--- src/rtl/sclgen_pkg.sv ---
package sclgen_pkg;

   // Bus sequencing phases of the SCL generator
   typedef enum logic [2:0] {
      PH_IDLE  = 3'd0,
      PH_START = 3'd1,
      PH_LOW   = 3'd2,
      PH_HIGH  = 3'd3,
      PH_STOP  = 3'd4
   } phase_e;

   // Fixed prescale exponent: each divisor step is 2**PRESCALE_LOG2 cycles
   localparam int unsigned PRESCALE_LOG2 = 3;

endpackage

--- src/rtl/sclgen_div_shadow.sv ---
// Holds the divisor pair in use; reloaded only at phase boundaries
module sclgen_div_shadow #(
   parameter int unsigned DIV_W = 16
) (
   input  logic               clk,
   input  logic               rst_n,
   input  logic               load,
   input  logic [2*DIV_W-1:0] cfg,
   output logic [DIV_W-1:0]   div_low,
   output logic [DIV_W-1:0]   div_high
);

   localparam int unsigned LO_LSB = 0;
   localparam int unsigned HI_LSB = DIV_W;

   always_ff @(posedge clk) begin
      if (!rst_n) begin
         div_low  <= '0;
         div_high <= '0;
      end else if (load) begin
         div_low  <= cfg[LO_LSB +: DIV_W];
         div_high <= cfg[HI_LSB +: DIV_W];
      end
   end

endmodule

--- src/rtl/sclgen_phase_timer.sv ---
// Counts one SCL phase of (div+1)*2**PRE_LOG2 cycles; flags midpoint and end
module sclgen_phase_timer #(
   parameter int unsigned DIV_W    = 16,
   parameter int unsigned PRE_LOG2 = 3
) (
   input  logic             clk,
   input  logic             rst_n,
   input  logic             clr,
   input  logic [DIV_W-1:0] div,
   output logic             at_mid,
   output logic             at_last
);

   localparam int unsigned CNT_W = DIV_W + PRE_LOG2;

   logic [CNT_W-1:0] cnt_q;
   logic [CNT_W-1:0] last_v;
   logic [CNT_W-1:0] mid_v;

   // last count of the phase: (div+1)*2**PRE_LOG2 - 1
   assign last_v = {div, {PRE_LOG2{1'b1}}};
   // half of the phase length: (div+1)*2**(PRE_LOG2-1)
   assign mid_v  = ({{PRE_LOG2{1'b0}}, div} + CNT_W'(1)) << (PRE_LOG2 - 1);

   always_ff @(posedge clk) begin
      if (!rst_n || clr) begin
         cnt_q <= '0;
      end else begin
         cnt_q <= cnt_q + CNT_W'(1);
      end
   end

   assign at_last = (cnt_q == last_v);
   assign at_mid  = (cnt_q == mid_v);

endmodule

--- src/rtl/sclgen_sequencer.sv ---
// Phase state machine: START, data low/high phases, STOP, and the line levels
module sclgen_sequencer
   import sclgen_pkg::*;
(
   input  logic   clk,
   input  logic   rst_n,
   input  logic   enable,
   input  logic   start_req,
   input  logic   stop_req,
   input  logic   bit_in,
   input  logic   at_mid,
   input  logic   at_last,
   output phase_e phase,
   output logic   scl_o,
   output logic   sda_o,
   output logic   chg_stb,
   output logic   smp_stb,
   output logic   active,
   output logic   sel_high,
   output logic   load_div,
   output logic   tmr_clr
);

   phase_e phase_q, phase_d;
   logic   sda_q, sda_d;
   logic   scl_q;
   logic   pend_q, pend_d;   // stop requested, not yet acted on
   logic   arm_q, arm_d;     // current low phase prepares the STOP

   always_comb begin
      phase_d = phase_q;
      sda_d   = sda_q;
      pend_d  = pend_q;
      arm_d   = arm_q;

      if (stop_req && (phase_q inside {PH_START, PH_LOW, PH_HIGH})) begin
         pend_d = 1'b1;
      end

      unique case (phase_q)
         PH_IDLE: begin
            if (start_req) begin
               phase_d = PH_START;
               sda_d   = 1'b0;
            end
         end
         PH_START: begin
            if (at_last) phase_d = PH_LOW;
         end
         PH_LOW: begin
            if (at_mid) begin
               if (pend_q) begin
                  arm_d = 1'b1;
                  sda_d = 1'b0;
               end else begin
                  sda_d = bit_in;
               end
            end
            if (at_last) begin
               if (arm_q) begin
                  phase_d = PH_STOP;
                  pend_d  = 1'b0;
                  arm_d   = 1'b0;
               end else begin
                  phase_d = PH_HIGH;
               end
            end
         end
         PH_HIGH: begin
            if (at_last) phase_d = PH_LOW;
         end
         PH_STOP: begin
            if (at_mid)  sda_d   = 1'b1;
            if (at_last) phase_d = PH_IDLE;
         end
         default: phase_d = PH_IDLE;
      endcase

      if (!enable) begin
         phase_d = PH_IDLE;
         sda_d   = 1'b1;
         pend_d  = 1'b0;
         arm_d   = 1'b0;
      end
   end

   always_ff @(posedge clk) begin
      if (!rst_n) begin
         phase_q <= PH_IDLE;
         sda_q   <= 1'b1;
         scl_q   <= 1'b1;
         pend_q  <= 1'b0;
         arm_q   <= 1'b0;
      end else begin
         phase_q <= phase_d;
         sda_q   <= sda_d;
         scl_q   <= (phase_d != PH_LOW);
         pend_q  <= pend_d;
         arm_q   <= arm_d;
      end
   end

   assign phase    = phase_q;
   assign scl_o    = scl_q;
   assign sda_o    = sda_q;
   assign active   = (phase_q != PH_IDLE);
   assign sel_high = (phase_q != PH_LOW);
   assign chg_stb  = (phase_q == PH_LOW) && at_mid && !pend_q;
   assign smp_stb  = (phase_q == PH_HIGH) && at_mid;
   assign tmr_clr  = (phase_q == PH_IDLE) || at_last || !enable;
   assign load_div = ((phase_q == PH_IDLE) && (phase_d == PH_START)) ||
                     (at_last && ((phase_q == PH_START) || (phase_q == PH_HIGH)));

endmodule

--- src/rtl/i2c_scl_gen.sv ---
module i2c_scl_gen
   import sclgen_pkg::*;
#(
   parameter int unsigned DIV_W    = 16,
   parameter int unsigned PRE_LOG2 = PRESCALE_LOG2
) (
   input  logic               clk,
   input  logic               rst_n,
   input  logic               enable,
   input  logic [2*DIV_W-1:0] div_cfg,
   input  logic               start_req,
   input  logic               stop_req,
   input  logic               bit_in,
   output logic               scl_o,
   output logic               sda_o,
   output logic               sda_change_stb,
   output logic               sda_sample_stb,
   output logic               bus_active
);

   // elaboration-time parameter checks
   generate
      if (DIV_W < 1 || DIV_W > 16) begin : g_bad_div_w
         $error("i2c_scl_gen: DIV_W must be 1..16");
      end
      if (PRE_LOG2 < 1) begin : g_bad_pre
         $error("i2c_scl_gen: PRE_LOG2 must be at least 1 for a midpoint");
      end
   endgenerate

   phase_e           phase;
   logic [DIV_W-1:0] div_low, div_high, tmr_div;
   logic             sel_high, load_div, tmr_clr, at_mid, at_last;

   sclgen_div_shadow #(.DIV_W(DIV_W)) u_shadow (
      .clk      (clk),
      .rst_n    (rst_n),
      .load     (load_div),
      .cfg      (div_cfg),
      .div_low  (div_low),
      .div_high (div_high)
   );

   assign tmr_div = sel_high ? div_high : div_low;

   sclgen_phase_timer #(.DIV_W(DIV_W), .PRE_LOG2(PRE_LOG2)) u_timer (
      .clk     (clk),
      .rst_n   (rst_n),
      .clr     (tmr_clr),
      .div     (tmr_div),
      .at_mid  (at_mid),
      .at_last (at_last)
   );

   sclgen_sequencer u_seq (
      .clk       (clk),
      .rst_n     (rst_n),
      .enable    (enable),
      .start_req (start_req),
      .stop_req  (stop_req),
      .bit_in    (bit_in),
      .at_mid    (at_mid),
      .at_last   (at_last),
      .phase     (phase),
      .scl_o     (scl_o),
      .sda_o     (sda_o),
      .chg_stb   (sda_change_stb),
      .smp_stb   (sda_sample_stb),
      .active    (bus_active),
      .sel_high  (sel_high),
      .load_div  (load_div),
      .tmr_clr   (tmr_clr)
   );

endmodule

--- config.mk ---
export PLATFORM = sky130hd
export DESIGN_NAME = i2c_scl_gen
export DESIGN_NICKNAME = d
export VERILOG_FILES = /design/src/rtl/sclgen_pkg.sv /design/src/rtl/sclgen_div_shadow.sv /design/src/rtl/sclgen_phase_timer.sv /design/src/rtl/sclgen_sequencer.sv /design/src/rtl/i2c_scl_gen.sv
export SDC_FILE = /design/constraint.sdc
export NUM_CORES = 1
export LEC_CHECK = 0
export CAP_MARGIN = 5
export CORE_UTILIZATION = 45
export CTS_CLUSTER_SIZE = 14
export DETAILED_ROUTE_END_ITERATION = 10
export GPL_TIMING_DRIVEN = 0
export PLACE_DENSITY = 0.69
export SLEW_MARGIN = 40
export SYNTH_ARGS = -nofsm -noshare
export SYNTH_HDL_FRONTEND = slang
export SYNTH_SLANG_ARGS = --single-unit
--- constraint.sdc ---
create_clock -name clk -period 3.4 [get_ports clk]
set_clock_uncertainty 0.15 [all_clocks]
set_input_delay 0.34 -clock clk [delete_from_list [all_inputs] [get_ports clk]]
set_output_delay 0.34 -clock clk [all_outputs]
set_load 0.01 [all_outputs]
==> impl_metrics.ini <==
[status]
status = complete, but fails checks
violations = setup timing

[worst_setup_path]
arrival_ns = 3.16
path_cells = nor3b_4 > buf_6 > mux2i_4 > inv_2 > ha_4 > nand2_2 > nor2_2 > and3_1 > a31oi_2 > xnor2_1 > nor4_2 > o2111ai_2 > buf_4 > nor4_4 > buf_2
crit_type = reg -> out
r2r_end = u_seq.sda_o$_SDFFE_PN1P_
slowest_delay_ns = 0.35
critPathRequiredTime_ns = 2.91
rrSetupSlack_ns = -0.20
critPathCaptureType = output port
cp-endpoint = sda_change_stb
crit_start = u_seq.phase[2]$_SDFF_PN0_
rr_startpoint = u_seq.phase[2]$_SDFF_PN0_
crit_family = simple AND/OR/NAND/NOR gates
cp.depth = 15
path_buf_inv = 4
cp_max_fo = 6
reg2regPathDepth = 17
cp_slowest_cell = dfxtp_2
start_kind = register

[placement]
post_dp_cell_area_sq_mm = 0.004121
gp_congestion = 0.9182
dp_cells = 538
io_buffers = 42
place_hpwl_microns = 6348

[synth]
synth_seq_cells = 58
synth_top_family_by_area = simple AND/OR/NAND/NOR gates
synthMuxAreaShare = 0.1538
synth_xor_area_frac = 0.1478
synthArstFlopShare = 0
synth_fa_ha_area_frac = 0.01056
netlist_area_sq_mm = 0.003555
synthesis.nets = 435
synth_compound_area_frac = 0.05773
synth-edff-count = 0
synthCells = 394
yosys.area_share.simple = 0.2517
synthFlopType = dfxtp_1
ys_types = 48
ys_seq_area_frac = 0.3266
yosys_warnings = 0
avgSynthCellArea_sq_um = 9.022

[power_and_ir_drop]
ir_worst_vdd_mv = 0.2647
p_total_mw = 1.590
clock_power_share = 0.410
powerDensity_mw_per_mm2 = 348.4
p_seq_frac = 0.457
switching_power_mw = 0.3897
leakagePower_nw = 1.588
power_switching_share = 0.2451
combPwrFrac = 0.133
p_int_mw = 1.200

[flow_run]
drv_cap = 0

[sta]
final_hold_viol_count = 0
min_period_ns = 3.653
max_freq_mhz = 273.8
layout_setup_ws_ns = -0.2527
period_share = 1.074
maxSlewHeadroom = 0.7149
drv_slew = 0
rsz0062_at_grt = true
tightest_slew_ns = 0.4158
holdWs_ns = 0.3106
setup_viol = 4

[floorplanning]
die_w_microns = 90.88
dieArea_sq_mm = 0.008258
initial_core_util = 0.4624
core_area_sq_mm = 0.007687
floorplan.io_pins = 43
rows = 32
die_y_microns = 90.88

[final_layout]
area_delta_synth_final_pct = 28.41
layout.nets = 500
final_util = 0.5938
seqCellArea_sq_mm = 0.001170
antenna_cells = 0
fin_cells = 566
final_design_area_no_fill_sq_mm = 0.004564
final_common_cell = dfxtp_1
fillers = 711
layout_common_cells = dfxtp_1, mux2i_1, xnor2_1
multi_input_area_sq_mm = 0.002346
drive_above_1_share = 0.1509

[grt]
antenna_found_initial = 0
grt_overflow = 0
grt_max_degree = 11
track_usage = 0.2212
grt_pass1_vias = 3040
grt_pass1_wl_microns = 14450

[routing]
dr.pass1.iters = 4
drc = 0
ant_nets = 0
wl_per_cell_microns = 15.16
avgViaCountPerCell = 5.323
num_vias = 3013
first_iter_violations = 128
finalWirelength_microns = 8582

[cts]
clk_latency_ns = 0.34
clk_pin_slew_ns = 0.06
clock_sinks = 58
cts_root_buf = clkbuf_8
cts_hold_buf = 0
clockBufferDepth = 2
cts_tree = built
numCtsBuffers = 9
cts_max_level = 3

[min_path]
min_path_type = reg -> reg
-- cells by family (layout without fill, tap and decap cells) --
group,Yosys count,after routing
simple gates,161,161
xor+xnor,60,60
flops,58,58
mux,52,52
buf+inv,31,101
compound gates,29,29
fa+ha+maj,3,3
-- per-stage QoR --
stage                     setup WS [ns]  setup TNS (ns)
final                           -0.2527         -0.7133
after floorplan                0.001954               0
after global routing            -0.4647          -3.103
after detailed placement        -0.9254          -9.717
after CTS                       -0.3998         -0.7966
after global placement          -0.9152          -7.337
-- routing by layer --
layer  vias up  GRT usage  wire, microns
li1       1501          -              -
met1      1437     0.2743           3957
met2        66     0.3737           4137
met3         9    0.05976            384
met4         0    0.06481            102
met5         -          0              0
-- flip-flops by register name (all words and copies together), names as in the netlist --
register / flops
u_timer.cnt_q: 19
u_shadow.div_high: 16
u_shadow.div_low: 16
u_seq.phase: 3
u_seq.arm_q: 1
u_seq.pend_q: 1
u_seq.scl_o: 1
u_seq.sda_o: 1
-- worst register-to-register path: cells and delay by family (launching register included) --
family	cells	cell delay [ns]
compound gates	3	0.61
xor+xnor	1	0.11
fa+ha+maj	1	0.19
buf+inv	5	0.65
flops	1	0.35
mux	1	0.27
simple gates	6	1.15
-- area by class of cell --
| type | count | share of cell area |
|---|---|---|
| multi-input combinational | 305 | 0.5140 |
| timing repair buffer | 57 | 0.1190 |
| sequential | 58 | 0.2563 |
| clock inverter | 4 | 0.01096 |
| inverter | 9 | 0.007401 |
| buffer | 19 | 0.03043 |
| tap | 102 | 0.02796 |
| clock buffer | 12 | 0.03399 |
-- how the worst min path moves through the flow --
stage,startpoint,end,slack [ns],depth (start not counted)
floorplan,u_timer.cnt_q[0]$_SDFF_PP0_,u_timer.cnt_q[0]$_SDFF_PP0_,0.28,1
global placement,u_timer.cnt_q[0]$_SDFF_PP0_,u_timer.cnt_q[0]$_SDFF_PP0_,0.30,1
detailed placement,u_timer.cnt_q[0]$_SDFF_PP0_,u_timer.cnt_q[0]$_SDFF_PP0_,0.30,1
CTS,u_timer.cnt_q[0]$_SDFF_PP0_,u_timer.cnt_q[0]$_SDFF_PP0_,0.32,1
global route,u_timer.cnt_q[0]$_SDFF_PP0_,u_timer.cnt_q[0]$_SDFF_PP0_,0.36,1
finish,u_timer.cnt_q[0]$_SDFF_PP0_,u_timer.cnt_q[0]$_SDFF_PP0_,0.31,1
-- cells in the mapped netlist (all sizes together) (4+ instances only) --
| cell type | count | area share |
|---|---|---|
| dfxtp | 58 | 0.33 |
| mux2i | 51 | 0.15 |
| xnor2 | 42 | 0.10 |
| nor2b | 35 | 0.062 |
| nor2 | 30 | 0.032 |
| nand3 | 23 | 0.032 |
| xor2 | 18 | 0.044 |
| nand2 | 15 | 0.016 |
| clkbuf | 12 | 0.013 |
| nor4 | 11 | 0.019 |
| buf | 10 | 0.030 |
| inv | 9 | 0.0095 |
| nand4 | 8 | 0.014 |
| nor3 | 8 | 0.011 |
| nor3b | 7 | 0.016 |
| o21ai | 7 | 0.0099 |
| and3 | 6 | 0.011 |
| or3 | 6 | 0.012 |
| a21oi | 4 | 0.0088 |
-- repair_timing --
item,4_1_cts,5_1_grt
setup buffers,10,5
pin swaps,10,9
gates resized for setup,32,11
setup endpoints to repair,46,46
-- power groups by stage --
stage               Clock [mW]  Sequential, mW  Combinational (mW)
floorplan                    0           0.731               0.124
global placement             0           0.738               0.191
detailed placement           0           0.738               0.195
CTS                      0.670           0.726               0.205
global route             0.702           0.729               0.230
finish                   0.652           0.727               0.211
Note: power is estimated with default switching activity, not from simulation.
